==> config.mk <==
export PLATFORM = sky130hd
export DESIGN_NAME = ipi_cmd_reg
export DESIGN_NICKNAME = d
export VERILOG_FILES = /design/src/rtl/ipi_cmd_pkg.sv /design/src/rtl/ipi_addr_dec.sv /design/src/rtl/ipi_dest_word.sv /design/src/rtl/ipi_cmd_word.sv /design/src/rtl/ipi_msg_port.sv /design/src/rtl/ipi_cmd_reg.sv
export SDC_FILE = /design/constraint.sdc
export NUM_CORES = 1
export LEC_CHECK = 0
export BUFFER_PORTS_ARGS = -buffer_cell sky130_fd_sc_hd__buf_2
export CORE_MARGIN = 10
export CORE_UTILIZATION = 39
export CTS_BUF_LIST = sky130_fd_sc_hd__clkbuf_2 sky130_fd_sc_hd__clkbuf_4 sky130_fd_sc_hd__clkbuf_8
export CTS_CLUSTER_SIZE = 16
export DETAILED_ROUTE_END_ITERATION = 10
export PLACE_DENSITY = 0.82
export SETUP_SLACK_MARGIN = 0.3
export SLEW_MARGIN = 5
export SYNTH_ARGS = -nofsm -noshare
export SYNTH_HDL_FRONTEND = slang
export SYNTH_SLANG_ARGS = --single-unit
==> constraint.sdc <==
create_clock -name clk -period 3.84 [get_ports clk]
set_clock_uncertainty 0.15 [all_clocks]
set_input_delay 0 -clock clk [delete_from_list [all_inputs] [get_ports clk]]
set_output_delay 0 -clock clk [all_outputs]
set_load 0.005 [all_outputs]
==> src/rtl/ipi_cmd_pkg.sv <==
// Package for the interrupt command register: field widths, register
// offsets and the message types shared by the submodules.
// Assumes byte offsets on a 12-bit address and 32-bit data words.
package ipi_cmd_pkg;
    localparam int DATA_W  = 32;
    localparam int ADDR_W  = 12;
    localparam int VEC_W   = 8;
    localparam int DMODE_W = 3;
    localparam int SH_W    = 2;
    localparam int DEST_W  = 8;
    localparam int RRD_W   = 2;

    localparam logic [ADDR_W-1:0] LO_OFF = 12'h300;
    localparam logic [ADDR_W-1:0] HI_OFF = 12'h310;

    // bit positions inside the low word
    localparam int VEC_LSB   = 0;
    localparam int DMODE_LSB = 8;
    localparam int DLOG_BIT  = 11;
    localparam int BUSY_BIT  = 12;
    localparam int LVL_BIT   = 14;
    localparam int TRIG_BIT  = 15;
    localparam int RRD_LSB   = 16;
    localparam int SH_LSB    = 18;
    localparam int DEST_LSB  = DATA_W - DEST_W;

    typedef struct packed {
        logic [SH_W-1:0]    shorthand;
        logic               trig_level;
        logic               level_assert;
        logic               dest_logical;
        logic [DMODE_W-1:0] dmode;
        logic [VEC_W-1:0]   vector;
    } cmd_fields_t;

    typedef struct packed {
        logic [DEST_W-1:0] dest_id;
        cmd_fields_t       fields;
    } ipi_msg_t;
endpackage

==> src/rtl/ipi_addr_dec.sv <==
// Address decoder: turns the register offset and write strobe into
// per-word select and write pulses. Assumes exact offset match.
module ipi_addr_dec
    import ipi_cmd_pkg::*;
#(
    parameter logic [ADDR_W-1:0] LO_ADDR = LO_OFF,
    parameter logic [ADDR_W-1:0] HI_ADDR = HI_OFF
) (
    input  logic [ADDR_W-1:0] addr,
    input  logic              wr,
    output logic              lo_sel,
    output logic              hi_sel,
    output logic              lo_wr,
    output logic              hi_wr
);
    // compare the offset against both word addresses
    always_comb begin
        lo_sel = (addr == LO_ADDR);
        hi_sel = (addr == HI_ADDR);
        lo_wr  = wr && lo_sel;
        hi_wr  = wr && hi_sel;
    end
endmodule

==> src/rtl/ipi_dest_word.sv <==
// High word: holds the destination ID for the next message.
// Writes are accepted at any time; an in-flight message keeps its
// own copy, so a write here only affects later launches.
module ipi_dest_word
    import ipi_cmd_pkg::*;
(
    input  logic              clk,
    input  logic              rst_n,
    input  logic              hi_wr,
    input  logic [DEST_W-1:0] wr_dest,
    output logic [DEST_W-1:0] dest_id
);
    // capture the destination ID on a high-word write
    always_ff @(posedge clk) begin
        if (!rst_n)
            dest_id <= '0;
        else if (hi_wr)
            dest_id <= wr_dest;
    end
endmodule

==> src/rtl/ipi_cmd_word.sv <==
// Low word: stores the command fields, owns the delivery-status
// (busy) bit and the sticky refused-write flag. A low write while
// idle launches a message built from the written fields plus the
// current destination ID. Assumes xfer_done only occurs while busy.
module ipi_cmd_word
    import ipi_cmd_pkg::*;
(
    input  logic              clk,
    input  logic              rst_n,
    input  logic              lo_wr,
    input  cmd_fields_t       wr_fields,
    input  logic [DEST_W-1:0] dest_id,
    input  logic              xfer_done,
    output cmd_fields_t       cur_fields,
    output logic              busy,
    output logic              busy_err,
    output logic              launch,
    output ipi_msg_t          launch_msg
);
    // a launch is a low write seen while idle
    always_comb begin
        launch             = lo_wr && !busy;
        launch_msg.dest_id = dest_id;
        launch_msg.fields  = wr_fields;
    end

    // keep the last accepted command fields for readback
    always_ff @(posedge clk) begin
        if (!rst_n)
            cur_fields <= '0;
        else if (launch)
            cur_fields <= wr_fields;
    end

    // delivery status: set on launch, cleared by the handshake
    always_ff @(posedge clk) begin
        if (!rst_n)
            busy <= 1'b0;
        else if (launch)
            busy <= 1'b1;
        else if (xfer_done)
            busy <= 1'b0;
    end

    // sticky flag for low writes refused while busy
    always_ff @(posedge clk) begin
        if (!rst_n)
            busy_err <= 1'b0;
        else if (lo_wr && busy)
            busy_err <= 1'b1;
    end


    launch_sets_busy_chk: assert property (@(posedge clk) disable iff (!rst_n)
        (lo_wr && !busy) |=> busy);


    refused_write_chk: assert property (@(posedge clk) disable iff (!rst_n)
        (lo_wr && busy) |=> (busy_err && $stable(cur_fields)));


    err_sticky_chk: assert property (@(posedge clk) disable iff (!rst_n)
        busy_err |=> busy_err);
endmodule

==> src/rtl/ipi_msg_port.sv <==
// Outbound message stage: registers the launched message and drives
// valid until the receiver takes it. Assumes no launch arrives while
// a message is still held (the command word guarantees this).
module ipi_msg_port
    import ipi_cmd_pkg::*;
(
    input  logic     clk,
    input  logic     rst_n,
    input  logic     launch,
    input  ipi_msg_t launch_msg,
    input  logic     msg_ready,
    output logic     msg_valid,
    output ipi_msg_t msg_q,
    output logic     xfer_done
);
    // handshake completes when both sides agree
    always_comb xfer_done = msg_valid && msg_ready;

    // hold the message payload from launch onward
    always_ff @(posedge clk) begin
        if (!rst_n)
            msg_q <= '0;
        else if (launch)
            msg_q <= launch_msg;
    end

    // valid rises on launch and falls after the handshake
    always_ff @(posedge clk) begin
        if (!rst_n)
            msg_valid <= 1'b0;
        else if (launch)
            msg_valid <= 1'b1;
        else if (xfer_done)
            msg_valid <= 1'b0;
    end


    stall_hold_chk: assert property (@(posedge clk) disable iff (!rst_n)
        (msg_valid && !msg_ready) |=> (msg_valid && $stable(msg_q)));


    handshake_drop_chk: assert property (@(posedge clk) disable iff (!rst_n)
        (msg_valid && msg_ready) |=> !msg_valid);
endmodule

==> src/rtl/ipi_cmd_reg.sv <==
// Top of the interrupt command register. Connects the decoder, both
// command words and the outbound stage, and forms the read data.
// Assumes one-cycle write strobes and combinational reads.
module ipi_cmd_reg
    import ipi_cmd_pkg::*;
(
    input  logic               clk,
    input  logic               rst_n,
    input  logic [ADDR_W-1:0]  reg_addr,
    input  logic               reg_wr,
    input  logic [DATA_W-1:0]  reg_wdata,
    output logic [DATA_W-1:0]  reg_rdata,
    input  logic [RRD_W-1:0]   rrd_status,
    output logic               msg_valid,
    input  logic               msg_ready,
    output logic [VEC_W-1:0]   msg_vector,
    output logic [DMODE_W-1:0] msg_dmode,
    output logic               msg_dest_logical,
    output logic               msg_trig_level,
    output logic               msg_level_assert,
    output logic [SH_W-1:0]    msg_shorthand,
    output logic [DEST_W-1:0]  msg_dest_id,
    output logic               busy_err
);
    logic        lo_sel, hi_sel, lo_wr, hi_wr;
    logic [DEST_W-1:0] dest_id;
    cmd_fields_t wr_fields, cur_fields;
    logic        busy, launch, xfer_done;
    ipi_msg_t    launch_msg, msg_q;
    logic        unused_wbits;

    ipi_addr_dec #(.LO_ADDR(LO_OFF), .HI_ADDR(HI_OFF)) dec_i (
        .addr(reg_addr), .wr(reg_wr),
        .lo_sel(lo_sel), .hi_sel(hi_sel), .lo_wr(lo_wr), .hi_wr(hi_wr)
    );

    // slice the written word into command fields
    always_comb begin
        wr_fields.vector       = reg_wdata[VEC_LSB +: VEC_W];
        wr_fields.dmode        = reg_wdata[DMODE_LSB +: DMODE_W];
        wr_fields.dest_logical = reg_wdata[DLOG_BIT];
        wr_fields.level_assert = reg_wdata[LVL_BIT];
        wr_fields.trig_level   = reg_wdata[TRIG_BIT];
        wr_fields.shorthand    = reg_wdata[SH_LSB +: SH_W];
    end

    assign unused_wbits = ^{reg_wdata[BUSY_BIT], reg_wdata[13],
                            reg_wdata[RRD_LSB +: RRD_W],
                            reg_wdata[DEST_LSB-1:SH_LSB+SH_W]};

    ipi_dest_word dest_i (
        .clk(clk), .rst_n(rst_n), .hi_wr(hi_wr),
        .wr_dest(reg_wdata[DEST_LSB +: DEST_W]), .dest_id(dest_id)
    );

    ipi_cmd_word cmd_i (
        .clk(clk), .rst_n(rst_n), .lo_wr(lo_wr), .wr_fields(wr_fields),
        .dest_id(dest_id), .xfer_done(xfer_done), .cur_fields(cur_fields),
        .busy(busy), .busy_err(busy_err), .launch(launch),
        .launch_msg(launch_msg)
    );

    ipi_msg_port port_i (
        .clk(clk), .rst_n(rst_n), .launch(launch), .launch_msg(launch_msg),
        .msg_ready(msg_ready), .msg_valid(msg_valid), .msg_q(msg_q),
        .xfer_done(xfer_done)
    );

    // drive the outbound fields from the held message
    always_comb begin
        msg_vector       = msg_q.fields.vector;
        msg_dmode        = msg_q.fields.dmode;
        msg_dest_logical = msg_q.fields.dest_logical;
        msg_trig_level   = msg_q.fields.trig_level;
        msg_level_assert = msg_q.fields.level_assert;
        msg_shorthand    = msg_q.fields.shorthand;
        msg_dest_id      = msg_q.dest_id;
    end

    // assemble read data for the selected word
    always_comb begin
        reg_rdata = '0;
        if (lo_sel) begin
            reg_rdata[VEC_LSB +: VEC_W]     = cur_fields.vector;
            reg_rdata[DMODE_LSB +: DMODE_W] = cur_fields.dmode;
            reg_rdata[DLOG_BIT]             = cur_fields.dest_logical;
            reg_rdata[BUSY_BIT]             = busy;
            reg_rdata[LVL_BIT]              = cur_fields.level_assert;
            reg_rdata[TRIG_BIT]             = cur_fields.trig_level;
            reg_rdata[RRD_LSB +: RRD_W]     = rrd_status;
            reg_rdata[SH_LSB +: SH_W]       = cur_fields.shorthand;
        end else if (hi_sel) begin
            reg_rdata[DEST_LSB +: DEST_W]   = dest_id;
        end
    end


    busy_valid_match_chk: assert property (@(posedge clk) disable iff (!rst_n)
        busy == msg_valid);
endmodule

Yosys cells after proc, flatten, opt, wreduce, memory -nomap -nowiden
Index checks and enable logic that the tools add are counted.

word-level totals
  register bits = 34
  output and inout bits = 58
  word-level logic and storage cells = 25

operators by class
  eq/ne operators = 2
  muxes and demuxes = 6
  reductions and logical operators = 7

operators with widths
  operator                                                                  count
  12-bit by 10-bit equality test with 1-bit output (second input constant)  2
  8-bit 2-to-1 mux                                                          2
  13-bit 2-to-1 mux                                                         1
  6-bit 2-to-1 mux                                                          1
  1-bit logical AND                                                         5
  1-bit 2-to-1 mux                                                          2
  2-bit nonzero test                                                        1
  1-bit logical NOT                                                         1

Longest topological paths before layout
Gate-level depths: netlist (run 1).

  depth in word-level cells = 4
  mapped depth = 5
  depth with buffers taken out = 3

Cells and area by module
From an unflattened synthesis (run 1), not the netlist that was laid out.

unflattened totals
  cell total of the unflattened synthesis = 252
  area total of the unflattened synthesis = 2483.6 µm²

modules (own cells, without submodules)
  module         times used  cells each  area an instance (µm²)  seq. area each (µm²)
  ipi_msg_port   1           81          969.7                   500.5
  ipi_cmd_word   1           101         905.9                   360.3
  ipi_dest_word  1           25          301.5                   160.2
  ipi_cmd_reg    1           35          242.7                   0.0
  ipi_addr_dec   1           10          63.8                    0.0

Worst setup path before layout (run 1)
Ideal clock, no wire load.

  kind = flip-flop to flip-flop
  start point = reg cmd_i.busy
  end point = reg port_i.msg_q[16] (netlist name)
  setup time = 0.072 ns
  arrival = 1.614 ns
  slack = 2.004 ns
  cell stages (with the launch flop) = 5
  path buffers = 1
  clock period less this slack = 1.836 ns
  path through = dfxtp_1 or3b_2 nor4_4 buf_6 mux2i_1

on the way
  longest elaborated chain between the ends = 2

RTL lines
  what                      line                source
  start: declaration        ipi_cmd_word.sv:15  output logic busy,
  start signal: assignment  ipi_cmd_word.sv:38  busy <= 1'b0;
  start signal: assignment  ipi_cmd_word.sv:40  busy <= 1'b1;
  start signal: assignment  ipi_cmd_word.sv:42  busy <= 1'b0;
  1-bit logical NOT         ipi_cmd_word.sv:22  launch = lo_wr && !busy;
  1-bit logical AND         ipi_cmd_word.sv:22

Every way passes these cells.
A chain may end at the register's enable or synchronous reset.

Final worst setup path (run 1)
  start point = in reg_wr
  end point = reg cmd_i.cur_fields[4] (netlist name)

on the way
  longest elaborated chain between the ends = 2

RTL lines
  what                line                source
  start: declaration  ipi_cmd_reg.sv:10   input logic reg_wr,
  1-bit logical AND   ipi_addr_dec.sv:20  lo_wr = wr && lo_sel;
  1-bit logical AND   ipi_cmd_word.sv:22

Every way passes these cells.

==> results.yml, run 1 <==
power_and_ir_drop:
  max-vdd-ir-drop_mv: 0.1777
  power_density_nw_per_um2: 274.1
  combPwrFrac_pct: 9.4
  swShare_pct: 20.60
  clkPwrFrac_pct: 37.5
  seq_power_share_pct: 53.1
  p_switching_mw: 0.1369
  p_leak_nw: 1.223
  intPower_mw: 0.5277
global_route:
  antenna_found_initial: 0
  grt_remaining_overflow: 0
  grt_max_degree: 59
  grt_pass1_vias: 1577
  grt_pass1_wl_um: 7679
  track_usage_pct: 12.85
sta:
  fin_ws_ns: 1.909
  final_max_slew_viol_count: 0
  relSlewSlack_pct: 37.16
  whs_ns: 0.07952
  fmax_ghz: 0.5179
  fin_setup_tns_ns: 0
  finalSetupViolations: 0
  hold_viol: 0
  post-route-min-period_ns: 1.931
  period_share_pct: 50.28
  rsz0062_at_grt: "false"
  worstMarginPinSlew_ns: 0.9426
place:
  detailedPlace.worstSlack_ns: 1.869
  dp_cells: 314
  gp_congestion: 0.7275
  place.port_buffers: 94
  place_area_um2: 2082
  hpwl_um: 3378
floorplan:
  core-area_um2: 4029
  num_rows: 23
  ioPinCount: 108
  die_area_um2: 7183
  initial_core_util_pct: 40.59
  chipWidth_um: 84.76
  die_y_um: 84.76
min_path:
  holdPathStages: 4
  whs_endpoint: "cmd_i.busy_err$_SDFFE_PN0P_"
  min_path_type: "input pin to register"
  worstHoldStart: "reg_addr[4]"
logic_synthesis:
  syn_area_um2: 1635
  synth_cell_types: 20
  yosys.area.top_type_share_pct: 41.62
  avgSynthCellArea_um2: 8.985
  syn_inst: 182
  yosys.area.top_type: "dfxtp_1"
  synth_area_leaders: "dfxtp_1 (42%), mux2i_1 (20%), nand2_1 (13%)"
  yosysWarnings: 0
  ys_seq_elements: 34
  synth_seq_area_share_pct: 41.62
cells_and_area:
  fill_cells: 344
  area_growth_pct: 48.28
  antenna_cells: 0
  drive_gt1_share_pct: 35.81
  final_nets: 347
  fin_cells: 346
  fin_area_um2: 2425
critical_path:
  r2r_end: "cmd_i.cur_fields[4]$_SDFFE_PN0P_"
  arrival_ns: 1.97
  endpoint_kind: "register"
  cp_max_fo: 25
  cp.required_ns: 3.88
  r2r_start: "cmd_i.busy$_SDFFE_PN0P_"
  critPathLaunchType: "input pin"
  reg2regPathDepth: 4
  path_class: "input pin to register"
  reg2reg_slack_ns: 1.93
route:
  postRouteAntennaNets: 0
  vias: 1597
  viasPerCell: 4.616
  firstDrtPassIters: 4
  route.detailed.drc: 0
  finalWirelength_um: 4756
  wl_per_cell_um: 13.75
  drtIter0Drc: 57
cts:
  cts_root_buffer: "clkbuf_8"
  cts.sinks: 34
  clk_pin_slew_worst_paths_ns: 0.06
  cts-htree-levels: 2
  postCtsResizedCells: 0
  cts_tree: "yes"
  clk_latency_ns: 0.27
  cts_buffers: 5
  cts_buffer_depth: 2
job:
  drv_cap: 0
run_status:
  outcome: "complete, no violations"
-- per-stage QoR --
stage	utilization, %	total power [mW]
2_1_floorplan	-	0.3841
3_3_place_gp	51.68	0.4010
3_5_place_dp	51.68	0.4022
4_1_cts	60.19	0.6787
5_1_grt	60.19	0.6970
6_report	60.19	0.6646
-- layout make-up --
class / count / area [um^2] / share of cell area (%)
multi-input cells: 134 / 857.1 / 35.35
repair buffers: 121 / 738.2 / 30.44
flip-flops and latches: 34 / 680.7 / 28.07
clock buffers: 6 / 82.58 / 3.406
well taps: 50 / 62.56 / 2.580
inverters: 1 / 3.754 / 0.1548
-- what timing repair did --
item,in CTS,in global routing
hold buffers,26,0
hold endpoints to repair,26,0
setup endpoints to repair,0,0
setup buffers,0,0
-- Yosys cell counts --
cell type and count:
clkbuf_1 8, or3b_2 1, nand4bb_1 1, nor4_1 1
or3_1 1, nor2b_1 1, nor4_4 2, o21a_1 2
and2_1 27, buf_4 6, buf_6 3, nand3b_1 1
mux2i_1 32, conb_1 1, nor4_2 1, nand2_1 57
dfxtp_1 34, or4_4 1, inv_1 1, or4_1 1
-- state kept, by name (all words and copies together), names as in the netlist --
name / flops
cmd_i.busy: 1
cmd_i.cur_fields: 15
dest_i.dest_id: 8
port_i.msg_q: 9
cmd_i.busy_err: 1
-- critical path: stages --
cell and delay (ns):
dlygate4sd3_1 0.54, buf_2 0.12, or3b_2 0.48, nor4_4 0.14, buf_4 0.43, mux2i_1 0.26
-- how the worst max path moves through the flow --
stage | cells past startpoint | startpoint | slack (ns) | to
3_5_place_dp | 4 | reg_addr[1] | 1.87 | dest_i.dest_id[3]$_SDFFE_PN0P_
6_report | 6 | reg_wr | 1.91 | cmd_i.cur_fields[4]$_SDFFE_PN0P_
3_3_place_gp | 4 | reg_addr[1] | 1.90 | dest_i.dest_id[4]$_SDFFE_PN0P_
4_1_cts | 5 | reg_addr[1] | 1.90 | reg_rdata[3]
2_1_floorplan | 4 | cmd_i.busy$_SDFFE_PN0P_ | 2.00 | port_i.msg_q[16]$_SDFFE_PN0P_
5_1_grt | 5 | reg_addr[1] | 1.78 | reg_rdata[8]
-- power by group through the flow --
| stage | sequential (mW) | clock (mW) | combinational (mW) |
|---|---|---|---|
| after floorplan | 0.361 | 0 | 0.0235 |
| after global placement | 0.361 | 0 | 0.0404 |
| after detailed placement | 0.361 | 0 | 0.0416 |
| after CTS | 0.353 | 0.264 | 0.0622 |
| after global routing | 0.352 | 0.275 | 0.0701 |
| final | 0.353 | 0.249 | 0.0627 |
-- routing by layer --
layer,vias up,track usage (%),part of all wire (%)
li1,803,-,-
met1,727,13.47,40
met2,60,22.58,50
met3,7,5.507,8.9
met4,0,4.042,1.1
met5,-,0,0
-- cell usage in the layout, fill, tap and decap left out --
cell type / synthesis / final
dfxtp_1: 34 / 34
inv_1: 1 / 1
buf_2: 0 / 94
o21a_1: 2 / 2
mux2i_1: 32 / 32
nor4_4: 2 / 2
or4_1: 1 / 1
nor4_2: 1 / 1
nand2_1: 57 / 57
clkbuf_8: 0 / 6
nor4_1: 1 / 1
and2_1: 27 / 27
nand4bb_1: 1 / 1
nor2b_1: 1 / 1
dlygate4sd3_1: 0 / 26
buf_4: 6 / 1
conb_1: 1 / 5
or4_4: 1 / 1
nand3b_1: 1 / 1
or3b_2: 1 / 1
or3_1: 1 / 1
-- cells by family after synthesis --
kind of cell    after synthesis  share of synthesized area (%)
compound gates                2                         0.9179
flops                        34                          41.62
mux                          32                          19.59
other cells                   1                         0.2293
buf+inv                      18                          6.886
simple gates                 95                          30.76
Power figures use the tool's default switching activity.
==> inputs of run 2 (changes only) <==
==> constraint.sdc (replaced) <==
create_clock -name clk -period 1.9 [get_ports clk]
set_clock_uncertainty 0.15 [all_clocks]
set_input_delay 0 -clock clk [delete_from_list [all_inputs] [get_ports clk]]
set_output_delay 0 -clock clk [all_outputs]
set_load 0.005 [all_outputs]
==> run 2 against run 1 <==
Compared with the run above:
- hold slack got worse by 0.059 ns
- sequential share of layout area fell by 2.0 points
- clock-buffer cell count rose by 1
- via count rose by 2.6%
- setup slack got worse by 1.7 ns
- total power rose by 110%
- global-route usage rose by 1.3 points
- clock power rose by 120%
- die area did not move
- non-clock buffer count rose by 12
- combinational power rose by 110%
- critical path type is now register to register
- largest cell class is now buffers
==> results.yml, run 2 (synthesized netlist as in run 1, its figures left out) <==
global_route:
  track_usage_pct: 14.19
  globalRouteMet1Util_pct: 14.23
  use_met2_pct: 26.15
  grt_pass1_vias: 1720
  grt.busiest_layer: "met2"
  antenna_found_initial: 0
  grt_remaining_overflow: 0
  grt_max_degree: 32
  use_met3_pct: 6.473
  grt_pass1_wl_um: 8562
sta:
  fin_setup_tns_ns: 0
  worstMarginPinSlew_ns: 0.5067
  final_max_slew_viol_count: 0
  post-route-min-period_ns: 1.661
  rsz0062_at_grt: "true"
  hold_viol: 0
  whs_ns: 0.02089
  period_share_pct: 87.41
  finalSetupViolations: 0
  relSlewSlack_pct: 66.22
  fin_ws_ns: 0.2392
  fmax_ghz: 0.6021
power_and_ir_drop:
  p_leak_nw: 1.325
  totalPowerFinal_mw: 1.396
  clkPwrFrac_pct: 39.4
  intPower_mw: 1.099
  seq_power_share_pct: 51.1
  power_density_nw_per_um2: 532.9
  p_switching_mw: 0.2970
  max-vdd-ir-drop_mv: 0.4274
  swShare_pct: 21.28
  combPwrFrac_pct: 9.6
cells_and_area:
  top_regs: "cmd_i.cur_fields: 15 flops, port_i.msg_q: 9 flops, dest_i.dest_id: 8 flops"
  antenna_cells: 0
  final_nets: 359
  fin_cells: 360
  final_common_cell: "buf_2"
  layout_common_cells: "buf_2 (94), nand2_1 (57), dfxtp_1 (33), mux2i_1 (32)"
  area_growth_pct: 60.14
  largest_register_ffs: 15
  drive_gt1_share_pct: 40.00
  max_flop_register: "cmd_i.cur_fields"
  fill_cells: 332
route:
  route.detailed.drc: 0
  vias: 1639
  finalWirelength_um: 5180
  postRouteAntennaNets: 0
  firstDrtPassIters: 4
  viasPerCell: 4.553
  wl_per_cell_um: 14.39
  drtIter0Drc: 39
cts:
  cts_buffer_depth: 2
  cts_root_buffer: "clkbuf_8"
  cts-htree-levels: 2
  cts.sinks: 34
  clk_pin_slew_worst_paths_ns: 0.06
  cts_tree: "yes"
  cts_buffers: 5
  clk_latency_ns: 0.28
critical_path:
  arrival_ns: 1.72
  worstPathCellList: "or3b_4 > nor4_4 > buf_4 > bufbuf_16 > mux2i_1"
  endpoint_kind: "register"
  crit_family: "simple AND/OR/NAND/NOR gates"
  critPathLaunchType: "register"
  cp.required_ns: 1.96
  cp_num_buf_inv: 2
  path_class: "register to register"
  cp_max_fo: 6
  max_stage_delay_ns: 0.38
  crit_slowest_cell: "or3b_4"
place:
  hpwl_um: 3520
  detailedPlace.worstSlack_ns: 0.1613
  gp_congestion: 0.7348
  dp_cells: 320
  place.port_buffers: 94
job:
  drv_cap: 0
floorplan:
  initial_core_util_pct: 40.59
  num_rows: 23
  die_area_um2: 7183
  core-area_um2: 4029
  chipWidth_um: 84.76
  ioPinCount: 108
  die_y_um: 84.76
min_path:
  min_path_type: "input pin to register"
run_status:
  outcome: "complete, no violations"
-- run 2: final timing paths --
check	startpoint	endpoint	slack, ns	cells after the start
max reg2reg	cmd_i.busy$_SDFFE_PN0P_	cmd_i.cur_fields[0]$_SDFFE_PN0P_	0.24	5
min	reg_wr	cmd_i.busy_err$_SDFFE_PN0P_	0.02	4
max	cmd_i.busy$_SDFFE_PN0P_	cmd_i.cur_fields[0]$_SDFFE_PN0P_	0.24	5
min reg2reg	port_i.msg_q[21]$_SDFFE_PN0P_	port_i.msg_q[21]$_SDFFE_PN0P_	0.31	2
-- run 2: routing by layer --
| metal | routed length (um) | share of wire (%) |
|---|---|---|
| met5 | 0 | 0 |
| met1 | 2020 | 39 |
| met3 | 459 | 8.9 |
| met2 | 2662 | 51 |
| met4 | 38 | 0.73 |
-- run 2: tightest hold or removal path: cells and delay by family --
family                 cells  cell delay [ns]
AND/OR/NAND/NOR            2             0.13
buffers and inverters      1             0.12
AO/OA/AOI/OAI              1             0.16
-- run 2: power by group through the flow --
stage	Combinational (mW)	Clock (mW)	Sequential [mW]
floorplan	0.0484	0	0.729
global placement	0.0900	0	0.729
detailed placement	0.0921	0	0.729
CTS	0.132	0.570	0.712
global route	0.149	0.601	0.712
finish	0.134	0.549	0.713
-- run 2: through the flow --
step	area, um^2	utilization, %
global route	2619	65.00
floorplan	1658	-
CTS	2614	64.88
global placement	2156	53.51
finish	2619	65.00
detailed placement	2156	53.51
-- run 2: repair_timing --
action                     in CTS  in global routing
gates cloned                    3                  0
setup buffers                   4                  0
hold endpoints to repair       25                  0
hold buffers                   25                  0
pin swaps                       1                  0
setup endpoints to repair      46                 48
gates resized for setup         4                  2
-- run 2: final cells by class --
class	instances	area, um^2	area share [%]
Clock buffer	7	90.09	3.440
Clock inverter	1	5.005	0.1911
Inverter	1	3.754	0.1433
Multi-Input combinational cell	134	864.6	33.01
Sequential cell	34	681.9	26.04
Tap cell	50	62.56	2.389
Timing Repair Buffer	133	910.9	34.78
